### config.mk
export PLATFORM = sky130hd
export DESIGN_NAME = bitio_expander
export DESIGN_NICKNAME = d
export VERILOG_FILES = /design/src/rtl/bitio_pkg.sv /design/src/rtl/bitio_decode.sv /design/src/rtl/bitio_out_bank.sv /design/src/rtl/bitio_in_mux.sv /design/src/rtl/bitio_expander.sv
export SDC_FILE = /design/constraint.sdc
export NUM_CORES = 1
export LEC_CHECK = 0
export BUFFER_PORTS_ARGS = -buffer_cell sky130_fd_sc_hd__buf_2
export CORE_AREA = 2 2 72 60
export DETAILED_ROUTE_END_ITERATION = 16
export DIE_AREA = 0 0 74 62
export PLACE_DENSITY = 0.81
export SLEW_MARGIN = 0
export SYNTH_ARGS = -nofsm -noshare
export SYNTH_HDL_FRONTEND = slang
export SYNTH_HIERARCHICAL = 1
export SYNTH_SLANG_ARGS = --single-unit
### constraint.sdc
create_clock -name clk -period 3.4 [get_ports clk]
set_input_delay 0.17 -clock clk [delete_from_list [all_inputs] [get_ports clk]]
set_output_delay 0.17 -clock clk [all_outputs]
set_load 0.05 [all_outputs]
### src/rtl/bitio_pkg.sv
`timescale 1ns/1ps
package bitio_pkg;

   typedef enum logic [1:0] {
      CYC_NONE = 2'd0,
      CYC_BIT  = 2'd1,
      CYC_XOP  = 2'd2
   } cyc_kind_e;

   function automatic bit is_pow2(input int unsigned v);
      return (v != 0) && ((v & (v - 1)) == 0);
   endfunction

endpackage

### src/rtl/bitio_decode.sv
`timescale 1ns/1ps
module bitio_decode
   import bitio_pkg::*;
#(
   parameter int unsigned ADDR_W    = 15,
   parameter int unsigned CODE_W    = 3,
   parameter int unsigned PORT_BITS = 16,
   parameter int unsigned BASE      = 'h0A0,
   localparam int unsigned BA_W     = ADDR_W - CODE_W,
   localparam int unsigned IDX_W    = $clog2(PORT_BITS)
) (
   input  logic              clk,
   input  logic              rst_n,
   input  logic [ADDR_W-1:0] addr,
   input  logic              mem_en_n,
   input  logic              strobe,
   output logic              sel,
   output logic [IDX_W-1:0]  idx,
   output logic [CODE_W-1:0] code,
   output cyc_kind_e         kind
);
   localparam logic [BA_W-1:0] BASE_V = BA_W'(BASE);

   if (!is_pow2(PORT_BITS)) begin : g_bad_width
      $error("PORT_BITS must be a power of two");
   end
   if (BASE % PORT_BITS != 0) begin : g_bad_base
      $error("BASE must be aligned to PORT_BITS");
   end
   if (IDX_W >= BA_W) begin : g_bad_split
      $error("window does not fit the bit address");
   end

   logic [BA_W-1:0] bit_addr;
   logic            strobe_q;
   logic            rise;
   logic            in_window;

   assign bit_addr  = addr[BA_W-1:0];
   assign code      = addr[ADDR_W-1 -: CODE_W];
   assign idx       = bit_addr[IDX_W-1:0];
   assign in_window = (bit_addr[BA_W-1:IDX_W] == BASE_V[BA_W-1:IDX_W]);
   assign sel       = mem_en_n && in_window;

   always_ff @(posedge clk or negedge rst_n) begin
      if (!rst_n) strobe_q <= 1'b0;
      else        strobe_q <= strobe;
   end

   assign rise = strobe && !strobe_q;

   always_comb begin
      kind = CYC_NONE;
      if (mem_en_n && rise) begin
         if (code != '0)     kind = CYC_XOP;
         else if (in_window) kind = CYC_BIT;
      end
   end

   AST_KIND_IO_ONLY: assert property (@(posedge clk) disable iff (!rst_n)
      (kind != CYC_NONE) |-> mem_en_n);

endmodule

### src/rtl/bitio_out_bank.sv
`timescale 1ns/1ps
module bitio_out_bank #(
   parameter int unsigned PORT_BITS = 16,
   localparam int unsigned IDX_W    = $clog2(PORT_BITS)
) (
   input  logic                 clk,
   input  logic                 rst_n,
   input  logic                 wr_en,
   input  logic [IDX_W-1:0]     wr_idx,
   input  logic                 wr_data,
   output logic [PORT_BITS-1:0] out_q
);
   for (genvar b = 0; b < PORT_BITS; b++) begin : g_bit
      logic hit;
      assign hit = wr_en && (wr_idx == IDX_W'(b));
      always_ff @(posedge clk or negedge rst_n) begin
         if (!rst_n)   out_q[b] <= 1'b0;
         else if (hit) out_q[b] <= wr_data;
      end
   end

   AST_ONE_BIT_PER_COMMIT: assert property (@(posedge clk) disable iff (!rst_n)
      $countones(out_q ^ $past(out_q)) <= 1);

   AST_CHANGE_NEEDS_WRITE: assert property (@(posedge clk) disable iff (!rst_n)
      (out_q != $past(out_q)) |-> $past(wr_en));

endmodule

### src/rtl/bitio_in_mux.sv
`timescale 1ns/1ps
module bitio_in_mux #(
   parameter int unsigned PORT_BITS   = 16,
   parameter int unsigned SYNC_STAGES = 2,
   localparam int unsigned IDX_W      = $clog2(PORT_BITS)
) (
   input  logic                 clk,
   input  logic                 rst_n,
   input  logic [PORT_BITS-1:0] pins,
   input  logic                 sel,
   input  logic [IDX_W-1:0]     idx,
   input  logic                 mem_en_n,
   output logic                 din,
   output logic                 oe
);
   logic [PORT_BITS-1:0] synced;

   if (SYNC_STAGES == 0) begin : g_direct
      assign synced = pins;
   end else begin : g_sync
      logic [SYNC_STAGES-1:0][PORT_BITS-1:0] chain;
      always_ff @(posedge clk or negedge rst_n) begin
         if (!rst_n) begin
            chain <= '0;
         end else begin
            chain[0] <= pins;
            for (int s = 1; s < SYNC_STAGES; s++) chain[s] <= chain[s-1];
         end
      end
      assign synced = chain[SYNC_STAGES-1];
   end

   assign oe  = sel;
   assign din = sel ? synced[idx] : 1'b0;

   AST_OE_IO_ONLY: assert property (@(posedge clk) disable iff (!rst_n)
      oe |-> mem_en_n);

endmodule

### src/rtl/bitio_expander.sv
`timescale 1ns/1ps
module bitio_expander
   import bitio_pkg::*;
#(
   parameter int unsigned ADDR_W    = 15,
   parameter int unsigned CODE_W    = 3,
   parameter int unsigned PORT_BITS = 16,
   parameter int unsigned BASE      = 'h0A0,
   parameter int unsigned IN_SYNC   = 2,
   localparam int unsigned IDX_W    = $clog2(PORT_BITS)
) (
   input  logic                 clk,
   input  logic                 rst_n,
   input  logic [ADDR_W-1:0]    addr,
   input  logic                 mem_en_n,
   input  logic                 io_strobe,
   input  logic                 io_dout,
   output logic                 io_din,
   output logic                 io_din_oe,
   input  logic [PORT_BITS-1:0] in_pins,
   output logic [PORT_BITS-1:0] out_pins,
   output logic                 xop_valid,
   output logic [CODE_W-1:0]    xop_code
);
   if (CODE_W == 0 || CODE_W >= ADDR_W) begin : g_bad_code
      $error("CODE_W must leave room for a bit address");
   end

   logic              sel;
   logic [IDX_W-1:0]  idx;
   logic [CODE_W-1:0] code;
   cyc_kind_e         kind;

   bitio_decode #(
      .ADDR_W(ADDR_W), .CODE_W(CODE_W), .PORT_BITS(PORT_BITS), .BASE(BASE)
   ) u_decode (
      .clk(clk), .rst_n(rst_n), .addr(addr), .mem_en_n(mem_en_n),
      .strobe(io_strobe), .sel(sel), .idx(idx), .code(code), .kind(kind)
   );

   bitio_out_bank #(.PORT_BITS(PORT_BITS)) u_out (
      .clk(clk), .rst_n(rst_n), .wr_en(kind == CYC_BIT), .wr_idx(idx),
      .wr_data(io_dout), .out_q(out_pins)
   );

   bitio_in_mux #(.PORT_BITS(PORT_BITS), .SYNC_STAGES(IN_SYNC)) u_in (
      .clk(clk), .rst_n(rst_n), .pins(in_pins), .sel(sel), .idx(idx),
      .mem_en_n(mem_en_n), .din(io_din), .oe(io_din_oe)
   );

   always_ff @(posedge clk or negedge rst_n) begin
      if (!rst_n) begin
         xop_valid <= 1'b0;
         xop_code  <= '0;
      end else begin
         xop_valid <= (kind == CYC_XOP);
         if (kind == CYC_XOP) xop_code <= code;
      end
   end

   AST_MEM_CYCLE_QUIET: assert property (@(posedge clk) disable iff (!rst_n)
      !mem_en_n |=> $stable(out_pins));

   AST_XOP_ONE_CYCLE: assert property (@(posedge clk) disable iff (!rst_n)
      xop_valid |=> !xop_valid);

   AST_XOP_NO_WRITE: assert property (@(posedge clk) disable iff (!rst_n)
      xop_valid |-> $stable(out_pins));

   AST_XOP_CODE_NONZERO: assert property (@(posedge clk) disable iff (!rst_n)
      xop_valid |-> (xop_code != '0));

endmodule

==> Word-level counts from Yosys, hierarchy flattened <==
Index checks and enable logic that the tools add are counted.
{ "classes": {"reduce_logical": 22, "n_eq_ne": 18, "mux": 6, "order_cmp": 1} }
{ "op_table": {"columns": ["op", "count"], "rows": [
  ["4-bit == test (second input constant)", 8],
  ["1-bit logical AND", 19],
  ["4-bit by 3-bit == test with 1-bit output (second input constant)", 4],
  ["4-bit by 2-bit == test with 1-bit output (second input constant)", 2],
  ["8-bit by 4-bit == test with 1-bit output (second input constant)", 1],
  ["4-bit by 5-bit < comparator with 1-bit output (second input constant)", 1],
  ["1-bit binary-select mux with 4-bit select", 1],
  ["4-bit by 1-bit == test with 1-bit output (second input constant)", 1],
  ["4-bit logical NOT", 1],
  ["2-bit 2-to-1 mux", 2],
  ["1-bit 2-to-1 mux", 3],
  ["3-bit nonzero test", 1],
  ["2-bit by 1-bit == test with 1-bit output (second input constant)", 1],
  ["2-bit == test (second input constant)", 1],
  ["1-bit logical NOT", 1]
]} }
{ "totals": {"register_bits": 53, "inputBits": 36} }

==> Logic depth before layout (Yosys ltp) <==
Gate-level depths: netlist (run 1).
{ "logic_depth": {"word_depth": 6, "mapped_depth": 6, "depth_no_buf": 6} }

==> By module <==
Netlist (run 1), hierarchy kept.
{ "by_module_without_submodules": {"columns": ["mod", "n_inst", "area_each_um2", "cells_per_inst", "seq_area_each_um2"], "rows": [
  ["bitio_in_mux", 1, 964.7, 50, 800.8],
  ["bitio_out_bank", 1, 725.7, 59, 400.4],
  ["bitio_expander", 1, 171.4, 10, 100.1],
  ["bitio_decode", 1, 145.1, 16, 25.0]
]} }

==> Worst setup path before layout (run 1) <==
Ideal clock, no wire load.
{ "synth_timing": {"kind": "input-to-output", "start": "in addr[9]", "end": "out io_din", "n_path_buf": 0, "path_slack_ns": 1.482, "arrival_time_ns": 1.748, "required_ns": 3.230, "cell_stages": 4, "cell_sequence": "or3_1 > nor4_1 > nand2_1 > o22ai_1"} }
{ "synth_via": {"elab_chain_len": 3} }
{ "synth_rtl": {"columns": ["element", "line", "text"], "rows": [
  ["start: declaration", "bitio_expander.sv:14", "input logic [ADDR_W-1:0] addr,"],
  ["8-bit by 4-bit == test with 1-bit output", "bitio_decode.sv:42", "assign in_window = (bit_addr[BA_W-1:IDX_W] == BASE_V[BA_W-1:IDX_W]);"],
  ["1-bit logical AND", "bitio_decode.sv:43", "assign sel = mem_en_n && in_window;"],
  ["via sel", "bitio_expander.sv:29", "logic sel;"],
  ["1-bit 2-to-1 mux", "bitio_in_mux.sv:34", "assign din = sel ? synced[idx] : 1'b0;"],
  ["end: declaration", "bitio_expander.sv:18", "output logic io_din,"]
]} }
The timed path passes the listed nets, and every way through them passes these cells.

==> Final worst setup path (run 1) <==
{ "layout_timing": {"start": "in io_strobe", "end": "reg u_out.out_q[1]"} }
{ "layout_via": {"elab_chain_len": 5} }
{ "layout_rtl": {"columns": ["element", "line", "text"], "rows": [
  ["start: declaration", "bitio_expander.sv:16", "input logic io_strobe,"],
  ["1-bit logical AND", "bitio_decode.sv:50", "assign rise = strobe && !strobe_q;"],
  ["1-bit logical AND", "bitio_decode.sv:54", "if (mem_en_n && rise) begin"],
  ["2-bit 2-to-1 mux", "bitio_decode.sv:54", null],
  ["via kind[0]", "bitio_expander.sv:32", "cyc_kind_e kind;"],
  ["2-bit by 1-bit == test with 1-bit output", "bitio_expander.sv:42", ".clk(clk), .rst_n(rst_n), .wr_en(kind == CYC_BIT), .wr_idx(idx),"],
  ["1-bit logical AND", "bitio_out_bank.sv:15", "assign hit = wr_en && (wr_idx == IDX_W'(b));"],
  ["end signal: indexed assignment", "bitio_out_bank.sv:18", "else if (hit) out_q[b] <= wr_data;"],
  ["end: declaration", "bitio_out_bank.sv:11", "output logic [PORT_BITS-1:0] out_q"]
]} }
The timed path passes the listed nets, and every way through them passes these cells.
A chain may end at the register's enable or synchronous reset.

==> out/results.md, run 1 <==
| Result | Value |
|---|---|
| Drt first-iter violations | 44 |
| Root buffer selected by CTS | clkbuf_8 |
| Global-route wire length before repair | 5090 um |
| Total number of vias | 1,239 |
| WL per Instance | 12.8 um |
| Floorplan row count | 21 |
| Clock latency reported for the late side of the worst-skew pair | 0.30 ns |
| # nets final | 240 |
| Top-level I/O count | 58 |
| WP data arrival | 2.08 ns |
| Dominant combinational cell family by area after synthesis | multiplexers |
| Buffer and inverter count on the worst path | 2 |
| Count of antenna-violating nets left after detailed routing | 0 |
| Post-synthesis compound-gate area fraction | 1.31% |
| Power density cells | 452 nW/um2 |
| Die Outline Area | 4590 um2 |
| Initial antenna violation count | 0 |
| Min Tclk post-route | 1.89 ns |
| Vertical extent of the die | 62 um |
| Number of different library cells in the post-synthesis netlist | 29 |
| Number of instances in the synthesized netlist | 135 |
| Final worst clock skew | 0.00777 ns |
| Slew HR | 29.1% |
| Family with the most delay on the worst path | simple AND/OR/NAND/NOR gates |
| Post-detail-place hpwl | 2440 um |
| Worst R2R Path Depth | 6 |
| Post-CTS resize count | 0 |
| Final worst-path cycle share | 55.7% |
| Via-per-instance ratio | 4.73 |
| Hold violation total from the final report | 0 |
| Max-cap violations | 0 |
| Synth warn | 6 |
| Hold Buf Count CTS | 17 |
| Capture instance of the worst register-to-register path | u_out/out_q[1] |
| Post-CTS Repair Setup Buffers | 0 |
| Clock tree sinks | 53 |
| Remaining DRCs | 0 |
| Critical-path cell list | dlygate4sd3_1 > buf_2 > nand4bb_1 > nor4_2 > and2b_2 > nor3b_4 > nand3b_1 > mux2_1 |
| Setup crit start kind | primary input |
| Clock tree from TritonCTS | built |
| Post-synthesis cell area | 2010 um2 |
| Standby leakage power | 1.27 nW |
| Max H-tree Level | 2 |
| Worst reg-to-reg setup slack | 1.55 ns |
| Total wirelength of the detailed-routed design | 3360 um |
| Largest buffer count on any clock path | 2 |
| Count of final max-slew check failures | 0 |
| Total clock buffers created by CTS | 5 |
| Kind of end point of the critical path | register |
| Worst Hold Margin | 0.0607 ns |
| Mux cell area share after synthesis | 15.5% |
| Post-synthesis sequential element count | 53 |
| Simple-Gate Fraction of Synth Area | 12.5% |
| Setup repair after global routing missed its margin | false |
| Fillers | 282 |
| Finish-stage setup viols | 0 |
| Remaining Overflow, GRT | 0 |
| Class of the worst hold path | in -> async |
| Number of nets produced by synthesis | 171 |
| Delay contributed by the slowest stage of the critical path | 0.52 ns |
| CP required | 3.58 ns |
| Vias in the first global route | 1,209 |
| Outcome | complete, no violations |
| Area share of xor/xnor cells in the synthesized design | 0% |
| WP depth | 8 |
| CP max FO | 4 |
| Drt pass-1 iters | 2 |
| Share of synthesized area occupied by flip-flops and latches | 66.1% |
| Maximum clock rate | 0.528 GHz |
| Worst-Margin Slew | 1.06 ns |
| Final antenna diode count | 0 |
| Effective utilization at floorplan | 50.6% |
| Die boundary width | 74 um |
| Synthesized area divided by synthesized cell count | 14.9 um2 |
| Largest net degree at the start of global routing | 54 |
| Critical path start-end classification | in -> reg |
| Core box area | 3970 um2 |
| Worst supply voltage drop on vdd | 0.442 mV |
| Total negative slack for setup checks | 0 ns |
| GRT Total Usage | 15.6% |
| Slowest stage cell on the critical path | dlygate4sd3_1 |
| Signed area change from the synthesized netlist to the final layout | 26.9% |
| Total power consumption of the routed design | 1.15 mW |
| Layout cell share with drive strength beyond 1 | 42.9% |
| Post-synthesis share of cell area spent on full adders, half adders and majority gates | 0% |
| Count of buffers inserted at the top-level ports | 57 |
| Clock-pin slew on the worst setup and hold paths | 0.09 ns |
| Beginning of the worst register-to-register path | u_decode/strobe_q |
| GPL Wtd Cong | 0.703 |
[cells by family after synthesis]
| group | count (synthesis) |
|---|---|
| mux | 25 |
| flops | 53 |
| simple gates | 40 |
| buf+inv | 14 |
| compound gates | 3 |
[layer usage]
layer  routed length, um  up-vias  share of wire (%)  GRT usage, %
met4                  26        0               0.77          5.45
li1                    -      593                  -             -
met3                 176        4                5.2          6.61
met5                   0        -                  0             0
met1                1310      608                 39          16.0
met2                1850       34                 55          29.0
[metrics by stage]
stage               instances  area (um2)  utilization, %  worst slack [ns]
floorplan                 135        2010               -              1.48
global placement          237        2280            57.4              1.44
detailed placement        237        2280            57.4              1.39
CTS                       262        2550            64.2              1.53
global route              262        2550            64.2              1.40
finish                    262        2550            64.2              1.51
[worst max path at each step]
| stage | startpoint | to | slack (ns) |
|---|---|---|---|
| 2_1_floorplan | addr[9] | io_din | 1.48 |
| 3_3_place_gp | addr[13] | u_out/out_q[4] | 1.44 |
| 4_1_cts | io_strobe | u_out/out_q[1] | 1.53 |
| 3_5_place_dp | addr[13] | u_out/out_q[1] | 1.39 |
| 5_1_grt | io_strobe | u_out/out_q[8] | 1.40 |
| 6_report | io_strobe | u_out/out_q[1] | 1.51 |
[power by group]
group          internal, mW  switching [mW]
Sequential            0.657         0.00957
Combinational        0.0548          0.0719
Clock                 0.167           0.191
[layout make-up]
cell class	instances	area [um2]	area share [%]
well taps	57	71.3	2.80
multi-input cells	68	588	23.1
inverters	2	7.51	0.295
repair buffers	74	455	17.9
clock inverters	2	16.3	0.639
clock buffers	6	82.6	3.24
flip-flops and latches	53	1330	52.1
[cell usage in the layout (no fill, tap or decap)]
cell	Yosys	layout
buf_2	2	57
dfrtp_1	53	53
dlygate4sd3_1	0	17
mux2_2	13	13
nor2_1	10	10
clkbuf_8	0	6
nand2_1	5	5
mux2i_1	4	4
nand3_1	4	4
nand3b_1	4	4
mux2_4	3	3
nand2b_1	3	3
mux2_1	3	3
nor3_1	3	3
inv_1	2	2
nand4bb_1	2	2
or3_1	2	2
mux4_2	2	2
nand2b_4	1	1
and2b_2	1	1
inv_6	0	1
clkinvlp_4	0	1
nor4_2	1	1
nor4_1	1	1
and4b_1	1	1
nor2b_1	1	1
o211ai_2	1	1
o211ai_1	1	1
o22ai_1	1	1
nor3b_4	1	1
[flip-flops by register name (all words and copies together) (netlist names)]
register           count
u_in/synced           16
xop_code               3
xop_valid              1
u_decode/strobe_q      1
u_in/g_sync.chain     16
u_out/out_q           16
[cell usage after synthesis]
cell type,count,area share [%]
nand2_1,5,0.94
nand3_1,4,1.0
nand2b_1,3,0.94
nor2b_1,1,0.31
nand3b_1,4,1.5
buf_4,8,3.0
mux4_2,2,2.2
nor4_2,1,0.62
inv_1,2,0.37
and2b_2,1,0.44
buf_6,1,0.56
nand4bb_1,2,1.1
dfrtp_1,53,66
clkbuf_1,1,0.19
mux2_2,13,7.3
buf_2,2,0.50
nor3_1,3,0.75
o22ai_1,1,0.31
o211ai_1,1,0.37
nor4_1,1,0.31
or3_1,2,0.62
nor3b_4,1,0.94
mux2i_1,4,2.0
mux2_4,3,2.2
mux2_1,3,1.7
and4b_1,1,0.50
nand2b_4,1,0.69
o211ai_2,1,0.62
nor2_1,10,1.9
No activity file was read; power rests on OpenSTA's default activity.
==> run 2: changes to the inputs <==
- CORE_AREA: 2 2 72 60 -> 2 2 78 65
- DIE_AREA: 0 0 74 62 -> 0 0 80 67
- PLACE_DENSITY: 0.81 -> 0.73
- clock period: 3.4 -> 1.6 ns (I/O delays scaled with it)
==> out/results.md, run 2 (synthesis results as in run 1) <==
| Result | Value |
|---|---|
| CP max FO | 4 |
| Max-cap violations | 0 |
| GR Util met3 | 5.28% |
| Die Outline Area | 5360 um2 |
| Class of the worst hold path | in -> reg |
| Setup repair after global routing missed its margin | true |
| Busiest metal layer after global routing | met2 |
| Maximum clock rate | 0.547 GHz |
| Kind of end point of the critical path | register |
| Worst Hold Margin | 0.0146 ns |
| Number of placed instances with taps included | 247 |
| GRT Total Usage | 15.8% |
| # nets final | 249 |
| Floorplan row count | 22 |
| Most common cell after layout, fill and taps aside | buf_2 |
| Met2 GRT Util | 25.5% |
| Finish-stage setup viols | 17 |
| WP data arrival | 2.01 ns |
| Setup crit start kind | register |
| Standby leakage power | 1.33 nW |
| Total negative slack for setup checks | -3.14 ns |
| Clock-pin slew on the worst setup and hold paths | 0.09 ns |
| Number of instances on the worst hold path | 2 |
| Die boundary width | 80 um |
| Clock latency reported for the late side of the worst-skew pair | 0.30 ns |
| Critical path start-end classification | reg -> reg |
| Total wirelength of the detailed-routed design | 3780 um |
| Drt first-iter violations | 52 |
| Initial antenna violation count | 0 |
| Via-per-instance ratio | 4.72 |
| Total number of vias | 1,289 |
| Outcome | finished with violations |
| Count of antenna-violating nets left after detailed routing | 0 |
| CP required | 1.78 ns |
| Worst-Margin Slew | 0.639 ns |
| Power density cells | 887 nW/um2 |
| Largest buffer count on any clock path | 2 |
| Remaining Overflow, GRT | 0 |
| Clock tree from TritonCTS | built |
| Post-detail-place hpwl | 2460 um |
| Top-level I/O count | 58 |
| Remaining DRCs | 0 |
| Signed area change from the synthesized netlist to the final layout | 36.1% |
| Final antenna diode count | 0 |
| Final worst-path cycle share | 114% |
| Count of final max-slew check failures | 0 |
| Largest net degree at the start of global routing | 54 |
| Most frequent cells in the layout | 56 x buf_2, 53 x dfrtp_1, 18 x dlygate4sd3_1 |
| Drt pass-1 iters | 4 |
| Vias in the first global route | 1,370 |
| Worst R2R Path Depth | 6 |
| Total power consumption of the routed design | 2.42 mW |
| Layout cell share with drive strength beyond 1 | 51.6% |
| Post-layout instance count excluding filler cells | 273 |
| Vertical extent of the die | 67 um |
| Total clock buffers created by CTS | 5 |
| Clock tree sinks | 53 |
| GPL Wtd Cong | 0.698 |
| Max H-tree Level | 2 |
| Count of buffers inserted at the top-level ports | 57 |
| Root buffer selected by CTS | clkbuf_8 |
| Met1 track demand over resource | 19.8% |
| WL per Instance | 13.8 um |
| Effective utilization at floorplan | 44.5% |
| Smallest setup slack after layout | -0.228 ns |
| Final worst clock skew | 0.0102 ns |
| Slew HR | 57.4% |
| Violations in the final reports | setup timing |
| Global-route wire length before repair | 6290 um |
| Min Tclk post-route | 1.83 ns |
| Core box area | 4510 um2 |
| Hold violation total from the final report | 0 |
| Worst supply voltage drop on vdd | 0.623 mV |
==> run 2: power breakdown <==
group	internal (mW)	switching (mW)
Combinational	0.128	0.164
Clock	0.302	0.411
Sequential	1.40	0.0209
==> run 2: layout make-up <==
cell class / count / area [um2]
multi-input cells: 68 / 706
well taps: 60 / 75.1
inverters: 2 / 7.51
repair buffers: 83 / 532
clock buffers: 5 / 68.8
clock inverters: 2 / 16.3
fillers: 363 / 1780
flip-flops and latches: 53 / 1330
==> run 2: critical path, cell delays in order, from the launching register on <==
cell and delay, ns:
dfrtp_1 0.39, nand4bb_1 0.20, nor4_2 0.19, and2b_2 0.22
nor3b_4 0.28, nand3b_1 0.13, mux2_4 0.31
==> run 2: path summary, 6_finish.rpt <==
kind                                       startpoint              end  slack, ns
worst max-delay path                u_decode/strobe_q   u_out/out_q[2]      -0.23
worst min-delay path                         addr[13]      xop_code[1]       0.01
worst max register to register      u_decode/strobe_q   u_out/out_q[2]      -0.23
worst min register to register  u_in/g_sync.chain[13]  u_in/synced[13]       0.35
max in group asynchronous                       rst_n   u_out/out_q[4]       0.75
min in group asynchronous                       rst_n  u_in/synced[13]       0.42
==> run 2: stage by stage <==
step                      util (%)  cell area (um2)  worst slack (ns)
after detailed placement      52.0             2350            -0.344
after CTS                     59.5             2690            -0.206
after floorplan                  -             2020           -0.0594
after global placement        52.0             2350            -0.295
after global routing          60.5             2730            -0.413
final                         60.5             2730            -0.228
==> run 2: per-layer routing <==
| metal | vias up | share of wire (%) |
|---|---|---|
| li1 | 610 | - |
| met1 | 632 | 47 |
| met2 | 44 | 46 |
| met3 | 3 | 6.5 |
| met4 | 0 | 0.90 |
| met5 | - | 0 |
==> run 2: repair_timing <==
action | 4_1_cts | 5_1_grt
setup buffers | 1 | 0
hold endpoints to repair | 70 | 0
hold buffers | 18 | 0
gates resized for setup | 17 | 11
endpoints found under the setup margin | 17 | 17
pin swaps | 5 | 3
